## config.mk

```make
export PLATFORM = sky130hd
export DESIGN_NAME = dram_ap_seq
export DESIGN_NICKNAME = d
export VERILOG_FILES = /design/src/rtl/dram_ap_seq_pkg.sv /design/src/rtl/dram_ap_seq_fsm.sv /design/src/rtl/dram_ap_seq_pins.sv /design/src/rtl/dram_ap_seq.sv
export SDC_FILE = /design/constraint.sdc
export NUM_CORES = 1
export LEC_CHECK = 0
export BUFFER_PORTS_ARGS = -buffer_cell sky130_fd_sc_hd__buf_2
export CORE_ASPECT_RATIO = 0.5
export CORE_MARGIN = 4
export CORE_UTILIZATION = 55
export CTS_BUF_LIST = sky130_fd_sc_hd__clkbuf_4 sky130_fd_sc_hd__clkbuf_8
export DETAILED_ROUTE_END_ITERATION = 8
export PLACE_DENSITY = 0.81
export SLEW_MARGIN = 30
export SYNTH_ARGS = -nofsm -noshare
export SYNTH_HDL_FRONTEND = slang
export SYNTH_SLANG_ARGS = --single-unit
```

## constraint.sdc

```tcl
create_clock -name clk_i -period 4.85 [get_ports clk_i]
set_input_delay 0.485 -clock clk_i [delete_from_list [all_inputs] [get_ports clk_i]]
set_output_delay 0.485 -clock clk_i [all_outputs]
set_load 0.01 [all_outputs]
```

## src/rtl/dram_ap_seq_pkg.sv

```systemverilog
package dram_ap_seq_pkg;

  typedef enum logic [3:0] {
    ST_IDLE  = 4'd0,
    ST_ACT   = 4'd1,
    ST_RCD   = 4'd2,
    ST_RDA   = 4'd3,
    ST_CL    = 4'd4,
    ST_RDATA = 4'd5,
    ST_WRA   = 4'd6,
    ST_WDATA = 4'd7,
    ST_DAL   = 4'd8,
    ST_AR    = 4'd9,
    ST_RFC   = 4'd10
  } seq_state_e;

  // {ras_n, cas_n, we_n}
  localparam logic [2:0] CMD_NOP = 3'b111;
  localparam logic [2:0] CMD_ACT = 3'b011;
  localparam logic [2:0] CMD_RD  = 3'b101;
  localparam logic [2:0] CMD_WR  = 3'b100;
  localparam logic [2:0] CMD_REF = 3'b001;

  localparam int AP_BIT = 10;

  function automatic logic [3:0] burst_clocks(input logic [1:0] sel);
    case (sel)
      2'd0:    return 4'd2;
      2'd1:    return 4'd4;
      default: return 4'd8;
    endcase
  endfunction

endpackage

```

## src/rtl/dram_ap_seq_fsm.sv

```systemverilog
module dram_ap_seq_fsm
  import dram_ap_seq_pkg::*;
#(
  parameter int BA_W     = 2,
  parameter int ROW_W    = 13,
  parameter int COL_W    = 10,
  parameter int T_RCD_CK = 2,
  parameter int T_DAL_CK = 2,
  parameter int T_RFC_CK = 8
) (
  input  logic             clk_i,
  input  logic             rst_ni,
  input  logic             init_done_i,
  input  logic             ads_ni,
  input  logic             rd_wrn_i,
  input  logic             ref_req_i,
  input  logic [BA_W-1:0]  bank_i,
  input  logic [ROW_W-1:0] row_i,
  input  logic [COL_W-1:0] col_i,
  input  logic [1:0]       burst_sel_i,
  input  logic [1:0]       cas_lat_i,
  output seq_state_e       state_o,
  output logic [BA_W-1:0]  bank_o,
  output logic [ROW_W-1:0] row_o,
  output logic [COL_W-1:0] col_o
);

  localparam int RCD_WAIT = (T_RCD_CK > 1) ? T_RCD_CK - 1 : 0;
  localparam int DAL_WAIT = (T_DAL_CK > 1) ? T_DAL_CK - 1 : 0;
  localparam int RFC_WAIT = (T_RFC_CK > 1) ? T_RFC_CK - 1 : 0;
  localparam int MAX_A    = (RCD_WAIT > DAL_WAIT) ? RCD_WAIT : DAL_WAIT;
  localparam int MAX_B    = (RFC_WAIT > MAX_A) ? RFC_WAIT : MAX_A;
  localparam int CNT_MAX  = (MAX_B > 8) ? MAX_B : 8;
  localparam int CNT_W    = $clog2(CNT_MAX + 1);
  localparam bit HAS_RCD  = RCD_WAIT > 0;
  localparam bit HAS_DAL  = DAL_WAIT > 0;
  localparam bit HAS_RFC  = RFC_WAIT > 0;
  localparam logic [CNT_W-1:0] RCD_LOAD = CNT_W'(HAS_RCD ? RCD_WAIT - 1 : 0);
  localparam logic [CNT_W-1:0] DAL_LOAD = CNT_W'(HAS_DAL ? DAL_WAIT - 1 : 0);
  localparam logic [CNT_W-1:0] RFC_LOAD = CNT_W'(HAS_RFC ? RFC_WAIT - 1 : 0);

  seq_state_e       state_q, state_d;
  logic [CNT_W-1:0] cnt_q, cnt_d;
  logic [1:0]       cas_eff;
  logic [CNT_W-1:0] cl_load, bl_load;
  logic             cnt_zero, start;

  assign cas_eff  = (cas_lat_i == 2'd0) ? 2'd1 : cas_lat_i;
  assign cl_load  = CNT_W'(cas_eff - 2'd1);
  assign bl_load  = CNT_W'(burst_clocks(burst_sel_i) - 4'd1);
  assign cnt_zero = (cnt_q == '0);

  always_comb begin
    state_d = state_q;
    cnt_d   = cnt_q;
    unique case (state_q)
      ST_IDLE: begin
        if (init_done_i) begin
          if (ref_req_i)    state_d = ST_AR;
          else if (!ads_ni) state_d = ST_ACT;
        end
      end
      ST_ACT: begin
        if (HAS_RCD) begin
          state_d = ST_RCD;
          cnt_d   = RCD_LOAD;
        end else begin
          state_d = rd_wrn_i ? ST_RDA : ST_WRA;
        end
      end
      ST_RCD: begin
        if (cnt_zero) state_d = rd_wrn_i ? ST_RDA : ST_WRA;
        else          cnt_d   = cnt_q - 1'b1;
      end
      ST_RDA: begin
        state_d = ST_CL;
        cnt_d   = cl_load;
      end
      ST_CL: begin
        if (cnt_zero) begin
          state_d = ST_RDATA;
          cnt_d   = bl_load;
        end else cnt_d = cnt_q - 1'b1;
      end
      ST_RDATA: begin
        if (cnt_zero) state_d = ST_IDLE;
        else          cnt_d   = cnt_q - 1'b1;
      end
      ST_WRA: begin
        state_d = ST_WDATA;
        cnt_d   = bl_load;
      end
      ST_WDATA: begin
        if (cnt_zero) begin
          if (HAS_DAL) begin
            state_d = ST_DAL;
            cnt_d   = DAL_LOAD;
          end else state_d = ST_IDLE;
        end else cnt_d = cnt_q - 1'b1;
      end
      ST_DAL: begin
        if (cnt_zero) state_d = ST_IDLE;
        else          cnt_d   = cnt_q - 1'b1;
      end
      ST_AR: begin
        if (HAS_RFC) begin
          state_d = ST_RFC;
          cnt_d   = RFC_LOAD;
        end else state_d = ST_IDLE;
      end
      ST_RFC: begin
        if (cnt_zero) state_d = ST_IDLE;
        else          cnt_d   = cnt_q - 1'b1;
      end
      default: state_d = ST_IDLE;
    endcase
  end

  assign start = (state_q == ST_IDLE) && (state_d == ST_ACT);

  always_ff @(posedge clk_i or negedge rst_ni) begin
    if (!rst_ni) begin
      state_q <= ST_IDLE;
      cnt_q   <= '0;
    end else begin
      state_q <= state_d;
      cnt_q   <= cnt_d;
    end
  end

  // address is captured on the strobe edge only
  always_ff @(posedge clk_i or negedge rst_ni) begin
    if (!rst_ni) begin
      bank_o <= '0;
      row_o  <= '0;
      col_o  <= '0;
    end else if (start) begin
      bank_o <= bank_i;
      row_o  <= row_i;
      col_o  <= col_i;
    end
  end

  assign state_o = state_q;

endmodule

```

## src/rtl/dram_ap_seq_pins.sv

```systemverilog
module dram_ap_seq_pins
  import dram_ap_seq_pkg::*;
#(
  parameter int BA_W   = 2,
  parameter int ROW_W  = 13,
  parameter int COL_W  = 10,
  parameter int ADDR_W = 13
) (
  input  logic              clk_i,
  input  logic              rst_ni,
  input  seq_state_e        state_i,
  input  logic [BA_W-1:0]   bank_i,
  input  logic [ROW_W-1:0]  row_i,
  input  logic [COL_W-1:0]  col_i,
  output logic [2:0]        cmd_o,
  output logic [BA_W-1:0]   ba_o,
  output logic [ADDR_W-1:0] addr_o,
  output logic              ref_ack_o,
  output logic              rd_en_o,
  output logic              wr_en_o
);

  logic [ADDR_W-1:0] col_addr;
  logic [ADDR_W-1:0] row_addr;

  // column bits skip the auto-precharge position
  for (genvar i = 0; i < ADDR_W; i++) begin : g_col
    if (i == AP_BIT) begin : g_ap
      assign col_addr[i] = 1'b1;
    end else if (i < AP_BIT) begin : g_lo
      if (i < COL_W) begin : g_use
        assign col_addr[i] = col_i[i];
      end else begin : g_pad
        assign col_addr[i] = 1'b0;
      end
    end else begin : g_hi
      if (i - 1 < COL_W) begin : g_use
        assign col_addr[i] = col_i[i-1];
      end else begin : g_pad
        assign col_addr[i] = 1'b0;
      end
    end
  end

  assign row_addr = ADDR_W'(row_i);

  always_ff @(posedge clk_i or negedge rst_ni) begin
    if (!rst_ni) begin
      cmd_o   <= CMD_NOP;
      ba_o    <= '0;
      addr_o  <= '0;
      wr_en_o <= 1'b0;
    end else begin
      wr_en_o <= (state_i == ST_WDATA);
      unique case (state_i)
        ST_ACT: begin
          cmd_o  <= CMD_ACT;
          ba_o   <= bank_i;
          addr_o <= row_addr;
        end
        ST_RDA: begin
          cmd_o  <= CMD_RD;
          ba_o   <= bank_i;
          addr_o <= col_addr;
        end
        ST_WRA: begin
          cmd_o  <= CMD_WR;
          ba_o   <= bank_i;
          addr_o <= col_addr;
        end
        ST_AR: begin
          cmd_o  <= CMD_REF;
          ba_o   <= '0;
          addr_o <= '0;
        end
        default: begin
          cmd_o  <= CMD_NOP;
          ba_o   <= '0;
          addr_o <= '0;
        end
      endcase
    end
  end

  assign rd_en_o   = (state_i == ST_RDATA);
  assign ref_ack_o = (state_i == ST_AR) || (state_i == ST_RFC);

endmodule

```

## src/rtl/dram_ap_seq.sv

```systemverilog
module dram_ap_seq
  import dram_ap_seq_pkg::*;
#(
  parameter int BA_W     = 2,
  parameter int ROW_W    = 13,
  parameter int COL_W    = 10,
  parameter int ADDR_W   = 13,
  parameter int T_RCD_CK = 2,
  parameter int T_DAL_CK = 2,
  parameter int T_RFC_CK = 8
) (
  input  logic              clk_i,
  input  logic              rst_ni,
  input  logic              init_done_i,
  input  logic              ads_ni,
  input  logic              rd_wrn_i,
  input  logic              ref_req_i,
  input  logic [BA_W-1:0]   bank_i,
  input  logic [ROW_W-1:0]  row_i,
  input  logic [COL_W-1:0]  col_i,
  input  logic [1:0]        burst_sel_i,
  input  logic [1:0]        cas_lat_i,
  output logic [3:0]        state_o,
  output logic [2:0]        cmd_o,
  output logic [BA_W-1:0]   ddr_ba_o,
  output logic [ADDR_W-1:0] ddr_addr_o,
  output logic              ref_ack_o,
  output logic              rd_en_o,
  output logic              wr_en_o
);

  seq_state_e       state;
  logic [BA_W-1:0]  bank_q;
  logic [ROW_W-1:0] row_q;
  logic [COL_W-1:0] col_q;

  dram_ap_seq_fsm #(
    .BA_W(BA_W), .ROW_W(ROW_W), .COL_W(COL_W),
    .T_RCD_CK(T_RCD_CK), .T_DAL_CK(T_DAL_CK), .T_RFC_CK(T_RFC_CK)
  ) i_fsm (
    .clk_i, .rst_ni, .init_done_i, .ads_ni, .rd_wrn_i, .ref_req_i,
    .bank_i, .row_i, .col_i, .burst_sel_i, .cas_lat_i,
    .state_o(state), .bank_o(bank_q), .row_o(row_q), .col_o(col_q)
  );

  dram_ap_seq_pins #(
    .BA_W(BA_W), .ROW_W(ROW_W), .COL_W(COL_W), .ADDR_W(ADDR_W)
  ) i_pins (
    .clk_i, .rst_ni, .state_i(state),
    .bank_i(bank_q), .row_i(row_q), .col_i(col_q),
    .cmd_o, .ba_o(ddr_ba_o), .addr_o(ddr_addr_o),
    .ref_ack_o, .rd_en_o, .wr_en_o
  );

  assign state_o = state;

endmodule

```

### Word-level counts from Yosys, hierarchy flattened

Cells that the tools add are included.

* flip-flop bits (word level): 52
* word-level logic and storage cells: 55
* output and inout port bits: 25

* reduce and logical (&&, ||, !) cells: 12
* add/subtract/negate cells: 3
* mux-type cells: 18
* equality and inequality tests: 13

Operator list (number)
* 4-bit two-way mux: 10
* 4-bit one-hot mux with 9 select lines: 1
* 4-bit one-hot mux with 7 select lines: 1
* 13-bit one-hot mux with 2 select lines: 1
* 4-bit by 3-bit == test with 1-bit output (second input constant): 4
* 4-bit == test (second input constant): 3
* 3-bit one-hot mux with 4 select lines: 1
* 4-bit by 1-bit == test with 1-bit output (second input constant): 2
* 4-bit by 2-bit == test with 1-bit output (second input constant): 2
* 4-bit zero test: 2
* 4-bit one-hot mux with 2 select lines: 1
* 4-bit by 1-bit subtractor with 4-bit output (second input constant): 2
* 7-bit nonzero test: 1
* 3-bit OR reduction: 2
* 2-bit zero test: 2
* 2-bit two-way mux: 2
* 4-bit OR reduction: 1
* 3-bit two-way mux: 1
* 2-bit by 1-bit subtractor with 3-bit output (second input constant): 1
* 2-bit by 1-bit == test with 1-bit output (second input constant): 1
* 2-bit != test (second input constant): 1
* 2-bit AND reduction: 1
* 2-bit OR reduction: 1
* 1-bit logical AND: 1
* 1-bit logical OR: 1

### Depth between registers and ports, before layout

* word-level depth: 6
* depth in mapped cells: 10
* depth with buffers taken out: 7

### Modules after synthesis

Synthesis repeated with hierarchy kept, for this count alone.

* cell total of the unflattened synthesis: 229
* area total of the unflattened synthesis: 2633.8 µm²

Modules (own cells, without submodules)
* dram_ap_seq_fsm: area an instance 1682.9 µm², cells each 152, times used 1
* dram_ap_seq_pins: area an instance 950.9 µm², cells each 77, times used 1

### Worst setup path before layout

Ideal clock, no wire load.

* kind: flip-flop to flip-flop
* from: register i_fsm.cnt_q[0]
* to: register i_fsm.bank_o[1]
* data arrival time: 2.076 ns
* library setup time: 0.125 ns
* setup slack: 2.649 ns
* cell stages (with the launch flop): 10
* period minus slack after synthesis: 2.201 ns
* cell sequence: dfrtp_1 -> inv_1 -> ha_1 -> nor3b_2 -> nor3_2 -> o311ai_2 -> and3_1 -> buf_6 -> buf_12 -> mux2_4

* word-level cells in the longest chain between the ends: 5
* elaborated cells between the ends (all ways): 8
* those cells by class: 1 x eq/ne; 5 x mux; 2 x reduce/logical

RTL lines
* from (decl): line dram_ap_seq_fsm.sv:43 `logic [CNT_W-1:0] cnt_q, cnt_d;`
* from (signal assigned): line dram_ap_seq_fsm.sv:127 `cnt_q <= cnt_d;`
* 4-bit zero test (*): line dram_ap_seq_fsm.sv:51 `assign cnt_zero = (cnt_q == '0);`
* 4-bit two-way mux, on equally long branches
* 4-bit one-hot mux with 9 select lines (*): line dram_ap_seq_fsm.sv:56 `unique case (state_q)`
* via i_fsm.state_d[0]: line dram_ap_seq_fsm.sv:42 `seq_state_e state_q, state_d;`
* 4-bit by 1-bit == test with 1-bit output (*): line dram_ap_seq_fsm.sv:119 `assign start = (state_q == ST_IDLE) && (state_d == ST_ACT);`
* 1-bit logical AND (*): line dram_ap_seq_fsm.sv:119
* to (signal assigned): line dram_ap_seq_fsm.sv:138 `bank_o <= bank_i;`
* to (decl): line dram_ap_seq_fsm.sv:23 `output logic [BA_W-1:0] bank_o,`

Mark *: on every way through the listed nets, which the timed path passes. The rest lies on a longest branch.
A chain may end at the register's enable or synchronous reset.

### Worst setup path after layout

* from: register i_fsm.state_q[3], in the netlist i_fsm.state_o[3]
* to: register i_fsm.row_o[0]

* elaborated cells between the ends (all ways): 22
* those cells by class: 11 x eq/ne; 8 x mux; 3 x reduce/logical

RTL lines
* from (decl): line dram_ap_seq_fsm.sv:42
* from (signal assigned): line dram_ap_seq_fsm.sv:126 `state_q <= state_d;`
* 4-bit by 3-bit == test with 1-bit output / 4-bit == test (equally long branches): line dram_ap_seq_fsm.sv:56
* 3-bit OR reduction (no line)
* 4-bit one-hot mux with 9 select lines (*): line dram_ap_seq_fsm.sv:56
* via i_fsm.state_d[0]: line dram_ap_seq_fsm.sv:42
* 4-bit by 1-bit == test with 1-bit output (*): line dram_ap_seq_fsm.sv:119
* 1-bit logical AND (*): line dram_ap_seq_fsm.sv:119
* to (signal assigned): line dram_ap_seq_fsm.sv:139 `row_o <= row_i;`
* to (decl): line dram_ap_seq_fsm.sv:24 `output logic [ROW_W-1:0] row_o,`

Marks and branches as above.

==> impl_metrics.ini <==
[floorplan]
die-width_um = 105.4
top_level_ports = 60
dieArea_um2 = 5978
fp.coreArea_um2 = 4488
die_h_um = 56.71
row_count = 17
start_util = 0.5815

[flow_run]
max_cap_viol_count = 0

[yosys]
synth_nets = 266
synth.distinct_cells = 47
yosys.area.top_type = dfrtp_1
synth_seq_area_share = 0.5000
post_synth_instance_area_um2 = 2610
number_of_synthesized_flops_with_an_enable_pin = 0
postSynthAreaPerCell_um2 = 11.50
synth_warnings = 0
synth_largest_type_area_fraction = 0.4698
top_area_cells_in_the_synthesized_netlist = dfrtp_1 47%, mux2_4 12%, a22oi_1 3.5%
postSynthCellCount = 227
synth_top_flop_cell = dfrtp_1
flip_flop_and_latch_count_after_synthesis = 52
ys_async_sr_fraction = 1.000

[timing]
totalNegativeSetupSlack_ns = 0
period_minus_slack_ns = 2.747
min_period_over_period = 0.5664
fmaxAchievable_mhz = 364.0
report.final.setup_viol = 0
timing_worst_slew_pin_value_ns = 0.9188
fin_worst_hold_slack_ns = 0.1913
finalClockSkew_ns = 0.005569
timing.final.hold_violations = 0
grt_setup_unrepaired = false
report.final.slew_viol_count = 0
max-slew-margin-rel = 0.3875

[power]
finalPower_mw = 1.969
total_leakage_power_nw = 1.441
worst_ir_drop_vdd_uv = 379.8
power.density_cell_area_nw_per_um2 = 661.0

[global_routing]
grt-ovfl-total = 0
via_count_of_the_first_global_routing_pass = 1816
antenna_found_initial = 0
pin_count_of_the_biggest_net_entering_global_routing = 53
grtUsageTotal = 0.1865
wire_length_of_the_first_global_routing_pass_um = 8956

[cells_and_area]
final_area_um2 = 2979
mostFrequentLayoutCells = 58 x buf_2, 49 x dfrtp_1, 21 x nor2_1
area_growth_syn_to_layout_pct = 14.14
antenna_diode_count = 0
layout-drive-gt1-share = 0.3656
final_core_util = 0.6638
final_nets = 317
layout_commonest_cell = buf_2

[routing]
drt_iter0_drc = 154
routed_wire_length_per_instance_um = 15.32
drt_pass1_iterations = 5
via_count = 1906
antenna_viol_nets_final = 0
routed_via_density = 5.525
postRouteWirelength_um = 5286
route.detailed.drc = 0

[clock_tree]
clock_sinks = 52
post_cts_resize_count = 0
ctsHoldBuffers = 0
cts_tree = done
postCtsSetupRepairBufs = 0
htree_levels = 2
cts_root_buffer = clkbuf_8
cts_buffers = 5
worst_setup_hold_path_clk_slew_ns = 0.09
worst_skew_pair.late_latency_ns = 0.30
cts_buffer_depth = 2

[place]
dpl.hpwl_um = 3718
place.gp.congestion = 0.8518
port-buffer-count = 59
placedInstanceArea_um2 = 2864

[hold_path]
min_path_type = input port to asynchronous set/reset pin

[critical_path]
timing_worst_setup_path_type = register to register
critical_path_peak_fanout = 31
setup.reg_to_reg.worst_slack_ns = 2.10
crit_arrival_ns = 2.94
worst-r2r-cell-count = 6
critPathLaunchType = register
critical_path_required_ns = 5.04
worstSetupEndpointType = register
worst_r2r_endpoint = i_fsm.row_o[0]
r2r-start = i_fsm.state_o[3]

[outcome]
run_status = complete, no violations
area by class of cell:
class / count / area, um^2
repair buffers: 60 / 305.3
inverters: 6 / 22.52
multi-input cells: 153 / 1149
flip-flops and latches: 52 / 1305
clock inverters: 2 / 38.79
fillers: 312 / 1509
clock buffers: 6 / 76.32
well taps: 66 / 82.58
synthesized netlist by cell type, types with 2 or more instances:
cell type,instances
a21oi_1,11
a22oi_1,12
a31oi_1,2
and2_1,2
and3_1,4
buf_12,2
buf_6,5
clkbuf_1,8
dfrtp_1,49
dfstp_2,3
ha_1,4
inv_1,5
mux2_2,5
mux2_4,20
nand2_1,12
nand2b_1,4
nand3_1,3
nand4_1,2
nor2_1,21
nor2b_1,6
nor3_1,5
nor4_1,4
o211ai_1,3
o21ai_0,10
o22ai_1,2
xnor2_1,2
critical path, cell delays in order (launching register included):
cell      delay [ns]
dfrtp_1         0.73
inv_1           0.32
nand2_1         0.21
o311ai_2        0.39
and3_1          0.21
buf_4           0.38
mux2_2          0.39
routing by layer:
metal | up-vias | GRT usage | wire length [um]
li1 | 910 | - | -
met1 | 933 | 0.2524 | 2289
met2 | 54 | 0.3161 | 2721
met3 | 9 | 0.04018 | 227
met4 | 0 | 0.02804 | 48
met5 | - | 0 | 0
kinds of logic after synthesis:
logic type / after synthesis / share of synthesized area
fa+ha+maj: 4 / 0.01918
xor+xnor: 2 / 0.006713
compound gates: 51 / 0.1304
simple gates: 71 / 0.1472
buf+inv: 22 / 0.05992
mux: 25 / 0.1366
flops: 52 / 0.5000
report_power, final:
part	total, mW	switching (mW)	internal (mW)
combinational	0.862	0.435	0.427
clock	0.299	0.138	0.162
sequential	0.807	0.182	0.626
through the flow:
stage          cells  setup WS [ns]
2_1_floorplan    227          2.649
3_3_place_gp     337          2.214
3_5_place_dp     337          2.140
4_1_cts          345          2.135
5_1_grt          345          1.957
6_report         345          2.103
registers in the layout (all words and copies together) (netlist names):
register	flops
i_fsm.cnt_q	4
i_pins.addr_o	13
i_pins.ba_o	2
i_fsm.col_o	10
i_fsm.state_o	4
i_pins.wr_en_o	1
i_fsm.bank_o	2
i_pins.cmd_o	3
i_fsm.row_o	13
worst max-delay path by stage:
stage | startpoint | slack, ns | cells after the start | endpoint
after floorplan | i_fsm.cnt_q[0] | 2.65 | 9 | i_fsm.bank_o[1]
after global placement | i_fsm.state_o[3] | 2.21 | 6 | i_fsm.row_o[0]
after detailed placement | i_fsm.state_o[3] | 2.14 | 6 | i_fsm.row_o[0]
after CTS | i_fsm.state_o[3] | 2.13 | 6 | i_fsm.bank_o[0]
after global routing | i_fsm.state_o[3] | 1.96 | 6 | i_fsm.row_o[3]
final | i_fsm.state_o[3] | 2.10 | 6 | i_fsm.row_o[0]
Note: power is estimated with default switching activity, not from simulation.
